--- src/rtl/pci_par_pkg.sv ---
// Package: shared phase context and role decisions for the PCI parity unit.
// Assumes a special-cycle data phase is presented as a write by the master.
package pci_par_pkg;

    typedef struct packed {
        logic valid;
        logic is_addr;
        logic master;
        logic write;
        logic special;
    } phase_ctx_t;

    // True when this agent places PAR on the bus for the given phase.
    function automatic logic agent_drives(phase_ctx_t c);
        logic d;
        if (c.is_addr) d = c.master;
        else           d = (c.master == c.write);
        return c.valid & d;
    endfunction

    // True when this agent is the receiver and must check PAR for the phase.
    function automatic logic agent_checks(phase_ctx_t c);
        logic k;
        if (c.is_addr) k = ~c.master;
        else           k = (c.master != c.write);
        return c.valid & k;
    endfunction

endpackage

--- src/rtl/par_tree.sv ---
// Module: par_tree
// Computes the XOR of W bits through a two-level tree of LEAF-wide slices.
// Assumes W >= 1; unused slice bits are padded with zeros.
module par_tree #(
    parameter int W    = 36,
    parameter int LEAF = 4
) (
    input  logic [W-1:0] din,
    output logic         odd
);
    localparam int NLEAF = (W + LEAF - 1) / LEAF;
    localparam int PADW  = NLEAF * LEAF;

    logic [PADW-1:0]  padded;
    logic [NLEAF-1:0] leaf;

    // Zero-extend the input to a whole number of slices.
    always_comb begin
        padded        = '0;
        padded[W-1:0] = din;
    end

    for (genvar i = 0; i < NLEAF; i++) begin : g_leaf
        assign leaf[i] = ^padded[i*LEAF +: LEAF];
    end

    assign odd = ^leaf;
endmodule

--- src/rtl/par_drive.sv ---
// Module: par_drive
// First pipeline stage: registers the parity and the context of each phase.
// Drives PAR and its enable one clock after the phase when this agent owns PAR.
// Assumes inputs describe the phase present on the bus in the current clock.
module par_drive
    import pci_par_pkg::*;
#(
    parameter int AD_W  = 32,
    parameter int CBE_W = 4
) (
    input  logic             clk,
    input  logic             rst_n,
    input  phase_ctx_t       ctx,
    input  logic [AD_W-1:0]  ad,
    input  logic [CBE_W-1:0] cbe,
    output logic             par_out,
    output logic             par_oe,
    output phase_ctx_t       s1_ctx,
    output logic             s1_chk
);
    localparam int TOT_W = AD_W + CBE_W;

    logic par_now;

    par_tree #(.W(TOT_W), .LEAF(4)) u_tree (
        .din ({ad, cbe}),
        .odd (par_now)
    );

    // Capture the parity, drive enable, check enable and context of this phase.
    always_ff @(posedge clk) begin
        if (!rst_n) begin
            par_out <= 1'b0;
            par_oe  <= 1'b0;
            s1_chk  <= 1'b0;
            s1_ctx  <= '0;
        end else begin
            par_out <= par_now;
            par_oe  <= agent_drives(ctx);
            s1_chk  <= agent_checks(ctx);
            s1_ctx  <= ctx;
        end
    end

    // The drive enable is never on unless a phase was present one clock earlier.
    assert_oe_follows_phase_R4: assert property (@(posedge clk) disable iff (!rst_n)
        par_oe |-> $past(ctx.valid));

    // Drive and check are mutually exclusive roles for the same phase.
    assert_drive_not_checked_R9: assert property (@(posedge clk) disable iff (!rst_n)
        par_oe |-> !s1_chk);
endmodule

--- src/rtl/par_check.sv ---
// Module: par_check
// Second pipeline stage: compares the sampled PAR with the stored parity.
// Classifies a mismatch into PERR#, SERR#, command NACK and write discard.
// Assumes par_in is the PAR sampled in the clock after the phase.
module par_check
    import pci_par_pkg::*;
(
    input  logic       clk,
    input  logic       rst_n,
    input  phase_ctx_t s1_ctx,
    input  logic       s1_chk,
    input  logic       s1_par,
    input  logic       par_in,
    output logic       perr_n,
    output logic       serr_n,
    output logic       cmd_nack,
    output logic       wr_discard,
    output logic       wr_perr_sticky
);
    logic mismatch;
    logic data_err;
    logic sys_err;
    logic drop_wr;

    // Decode which report a detected mismatch belongs to.
    always_comb begin
        mismatch = s1_chk & (par_in != s1_par);
        data_err = mismatch & ~s1_ctx.is_addr & ~s1_ctx.special;
        sys_err  = mismatch & (s1_ctx.is_addr | s1_ctx.special);
        drop_wr  = data_err & ~s1_ctx.master & s1_ctx.write;
    end

    // Register the one-clock error reports and the sticky discard flag.
    always_ff @(posedge clk) begin
        if (!rst_n) begin
            perr_n         <= 1'b1;
            serr_n         <= 1'b1;
            cmd_nack       <= 1'b0;
            wr_discard     <= 1'b0;
            wr_perr_sticky <= 1'b0;
        end else begin
            perr_n         <= ~data_err;
            serr_n         <= ~sys_err;
            cmd_nack       <= mismatch & s1_ctx.is_addr;
            wr_discard     <= drop_wr;
            wr_perr_sticky <= wr_perr_sticky | drop_wr;
        end
    end

    assert_discard_with_perr_R8: assert property (@(posedge clk) disable iff (!rst_n)
        wr_discard |-> !perr_n);

    assert_sticky_holds_R8: assert property (@(posedge clk) disable iff (!rst_n)
        wr_perr_sticky |=> wr_perr_sticky);

    assert_nack_with_serr_R6: assert property (@(posedge clk) disable iff (!rst_n)
        cmd_nack |-> !serr_n);

    assert_single_report_R7: assert property (@(posedge clk) disable iff (!rst_n)
        !(!perr_n && !serr_n));
endmodule

--- src/rtl/pci_parity_unit.sv ---
// Module: pci_parity_unit (top)
// Generates PAR for the phases this agent owns and checks the rest.
// Assumes phase type, role, direction and special-cycle flag are supplied
// by the bus sequencer in the same clock as the address/data lines.
module pci_parity_unit
    import pci_par_pkg::*;
#(
    parameter int AD_W  = 32,
    parameter int CBE_W = 4
) (
    input  logic             clk,
    input  logic             rst_n,
    input  logic             phase_valid,
    input  logic             phase_is_addr,
    input  logic             is_master,
    input  logic             is_write,
    input  logic             special_cycle,
    input  logic [AD_W-1:0]  ad,
    input  logic [CBE_W-1:0] cbe,
    input  logic             par_in,
    output logic             par_out,
    output logic             par_oe,
    output logic             perr_n,
    output logic             serr_n,
    output logic             cmd_nack,
    output logic             wr_discard,
    output logic             wr_perr_sticky
);
    phase_ctx_t ctx;
    phase_ctx_t s1_ctx;
    logic       s1_chk;

    // Bundle the phase description for the pipeline.
    always_comb begin
        ctx.valid   = phase_valid;
        ctx.is_addr = phase_is_addr;
        ctx.master  = is_master;
        ctx.write   = is_write;
        ctx.special = special_cycle;
    end

    par_drive #(.AD_W(AD_W), .CBE_W(CBE_W)) u_drive (
        .clk     (clk),
        .rst_n   (rst_n),
        .ctx     (ctx),
        .ad      (ad),
        .cbe     (cbe),
        .par_out (par_out),
        .par_oe  (par_oe),
        .s1_ctx  (s1_ctx),
        .s1_chk  (s1_chk)
    );

    par_check u_check (
        .clk            (clk),
        .rst_n          (rst_n),
        .s1_ctx         (s1_ctx),
        .s1_chk         (s1_chk),
        .s1_par         (par_out),
        .par_in         (par_in),
        .perr_n         (perr_n),
        .serr_n         (serr_n),
        .cmd_nack       (cmd_nack),
        .wr_discard     (wr_discard),
        .wr_perr_sticky (wr_perr_sticky)
    );

    assert_par_value_R1: assert property (@(posedge clk) disable iff (!rst_n)
        par_oe |-> (par_out == $past(^{ad, cbe})));

    assert_no_perr_on_driven_R9: assert property (@(posedge clk) disable iff (!rst_n)
        !perr_n |-> !$past(par_oe));

    assert_nack_after_target_addr_R6: assert property (@(posedge clk) disable iff (!rst_n)
        cmd_nack |-> ($past(phase_is_addr, 2) && !$past(is_master, 2)));

    assert_master_addr_drives_R2: assert property (@(posedge clk) disable iff (!rst_n)
        (phase_valid && phase_is_addr && is_master) |=> par_oe);
endmodule

--- config.mk ---
export PLATFORM = sky130hd
export DESIGN_NAME = pci_parity_unit
export DESIGN_NICKNAME = d
export VERILOG_FILES = /design/src/rtl/pci_par_pkg.sv /design/src/rtl/par_tree.sv /design/src/rtl/par_drive.sv /design/src/rtl/par_check.sv /design/src/rtl/pci_parity_unit.sv
export SDC_FILE = /design/constraint.sdc
export NUM_CORES = 1
export LEC_CHECK = 0
export BUFFER_PORTS_ARGS = -buffer_cell sky130_fd_sc_hd__buf_4
export CAP_MARGIN = 20
export CELL_PAD_IN_SITES_DETAIL_PLACEMENT = 0
export CELL_PAD_IN_SITES_GLOBAL_PLACEMENT = 1
export CORE_UTILIZATION = 24
export DETAILED_ROUTE_END_ITERATION = 10
export PLACE_DENSITY = 0.76
export SLEW_MARGIN = 10
export SYNTH_ARGS = -nofsm -noshare
export SYNTH_HDL_FRONTEND = slang
export SYNTH_SLANG_ARGS = --single-unit
--- constraint.sdc ---
create_clock -name clk -period 1.3 [get_ports clk]
set_input_delay 0.195 -clock clk [delete_from_list [all_inputs] [get_ports clk]]
set_output_delay 0.195 -clock clk [all_outputs]
set_load 0.05 [all_outputs]
==> reports/metrics.cfg <==
[drt]
drt-total-wl_um=1260
drc=0
drt_iter0_drc=4
viasPerCell=4.05
ant_nets=0
via_count=603
first_pass_iters=2
wire_per_inst_um=8.48

[final_layout]
top_register=u_drive.s1_ctx
antennaDiodeCount=0
layout-drive-gt1-share_pct=51.3
area_delta_synth_final_pct=73.4
nNetsFinal=164
fill_cells=256
largest_reg_flops=4

[placed_design]
place.gp.congestion=0.668
dp_hpwl_um=1130
io_buffers=50

[worst_setup_path]
arrival_ns=1.38
critPathLaunchType=input port
cp_max_fo=2
cp-end-kind=register
criticalPathCategory=input port to register
cp_data_required_time_ns=1.49
reg2reg_depth=5

[min_path]
hold_class=input port to register
hold_depth=2

[cts]
hold_buffers=0
post_cts_resized=0
cts_setup_buffers=0
cts_tree=built
cts_buffer_depth=2
ctsHtreeMaxLevel=1
cts_inserted_buffers=3
cts.sinks=12
clkLatencyLatePin_ns=0.27
cts_root_buf=clkbuf_4
clk_pin_slew_ns=0.07

[pwr]
leakagePower_nw=0.564
ir_drop_uv=953
finalPower_w=0.00126
p_per_area_nw_per_um2=1060

[sta]
rsz0062_at_grt=false
max_freq_ghz=0.841
slew_headroom_pct=85.2
fin_crit_sh_pct=91.4
setup_viol=0
tightest_slew_ns=0.222
drv_slew=0
hold_viol_final=0
whs_ns=0.134
fin_skew_ns=0.00213
min_period_ns=1.19

[outcome]
status=finished clean

[yosys]
avgSynthCellArea_um2=10.4
synth_area_um2=683
synth_nets=110
yosys_register_bits=12
ys_warn_count=0
synth.distinct_cells=16
synth_seq_area_share_pct=35.2
netlist_instances=66

[global_route]
overflow=0
grt_pass1_vias=588
antenna_found_initial=0
grt_use_total_pct=9.01
grt_pass1_wl_um=2210
grt_max_degree=11

[die]
io_pins=51
core.rowCount=18
coreArea_um2=2590
die_h_um=55.4
start_util_pct=26.4
die_w_um=55.4
die_area_um2=3060

[run]
drv_cap=0

-- kinds of logic after synthesis --
group                     Yosys count  share of synthesized area [%]
AOI/OAI and AO/OA                   2                           1.83
xor gates and xnor gates           34                           48.7
and+or+nand+nor                    15                           11.7
DFF                                12                           35.2
muxes                               1                           1.47
buffers and inverters               2                           1.10
-- report_power, final --
group | internal, W | switching, W | leakage (nW) | total (W)
clock network | 0.000170 | 0.000117 | 0.0210 | 0.000287
registers | 0.000397 | 0.0000137 | 0.0988 | 0.000410
logic | 0.000350 | 0.000214 | 0.444 | 0.000564
total | 0.000917 | 0.000344 | 0.564 | 0.00126
-- synth_stat cells --
cell	n	share of area (%)
xnor2_1	26	33
dfxtp_1	12	35
and2_1	5	4.6
xor2_1	5	6.4
nand2_1	3	1.6
nor2_1	3	1.6
and3_1	2	1.8
xnor3_1	2	6.6
a21o_1	1	1.1
clkbuf_1	1	0.55
inv_1	1	0.55
mux2i_1	1	1.5
nor3b_1	1	1.1
o21ai_0	1	0.73
or2_2	1	0.92
xnor2_2	1	2.4
-- cell usage in the layout (no fill, tap or decap) --
cell type	Yosys	routed
buf_4	0	50
xnor2_1	26	22
dfxtp_1	12	11
and2_1	5	5
xor2_1	5	5
nor2_1	3	3
nand2_1	3	3
xnor2_2	1	3
clkbuf_4	0	3
and3_1	2	2
xnor2_4	0	2
xnor3_1	2	2
inv_1	1	1
or2_4	0	1
mux2i_1	1	1
nor3b_1	1	1
a21o_1	1	1
o21ai_0	1	1
clkbuf_8	0	1
dfxtp_2	0	1
-- routing by layer --
layer / global-route usage, % / vias to the layer above / part of all wire [%]
li1: - / 310 / -
met1: 9.03 / 252 / 36
met2: 15.7 / 39 / 52
met3: 4.68 / 2 / 11
met4: 3.57 / 0 / 0.71
met5: 0 / - / 0
-- worst paths after layout --
check	to	slack, ns	start
worst max-delay path	u_drive.par_out	0.11	ad[14]
worst max register to register	u_check.wr_perr_sticky	0.19	u_drive.par_out
worst min register to register	u_check.wr_discard	0.41	u_drive.s1_ctx[2]
worst min-delay path	u_drive.s1_ctx[0]	0.13	special_cycle
-- critical path: stages --
cell and delay [ns]:
buf_4 0.13, xnor2_4 0.13, xnor2_1 0.15, xnor3_1 0.43
or2_4 0.23, mux2i_1 0.12
-- per-stage QoR --
stage               util (%)  TNS (ns)  std cells  area (um^2)  setup slack [ns]
finish                  45.7         0        149         1180             0.111
global route            45.7         0        149         1180            0.0288
CTS                     45.7         0        149         1180            0.0956
detailed placement      44.3    -0.181        145         1150            -0.181
global placement        44.3    -0.171        145         1150            -0.171
floorplan                  -         0         66          739           0.00631
-- layout make-up --
class | instances | area (um^2) | share of cell area, %
multi-input cells | 52 | 490 | 41.4
flip-flops and latches | 12 | 241 | 20.4
repair buffers | 50 | 375 | 31.7
clock buffers | 4 | 36.3 | 3.06
inverters | 1 | 3.75 | 0.317
well taps | 30 | 37.5 | 3.17
Note: power is estimated with default switching activity, not from simulation.
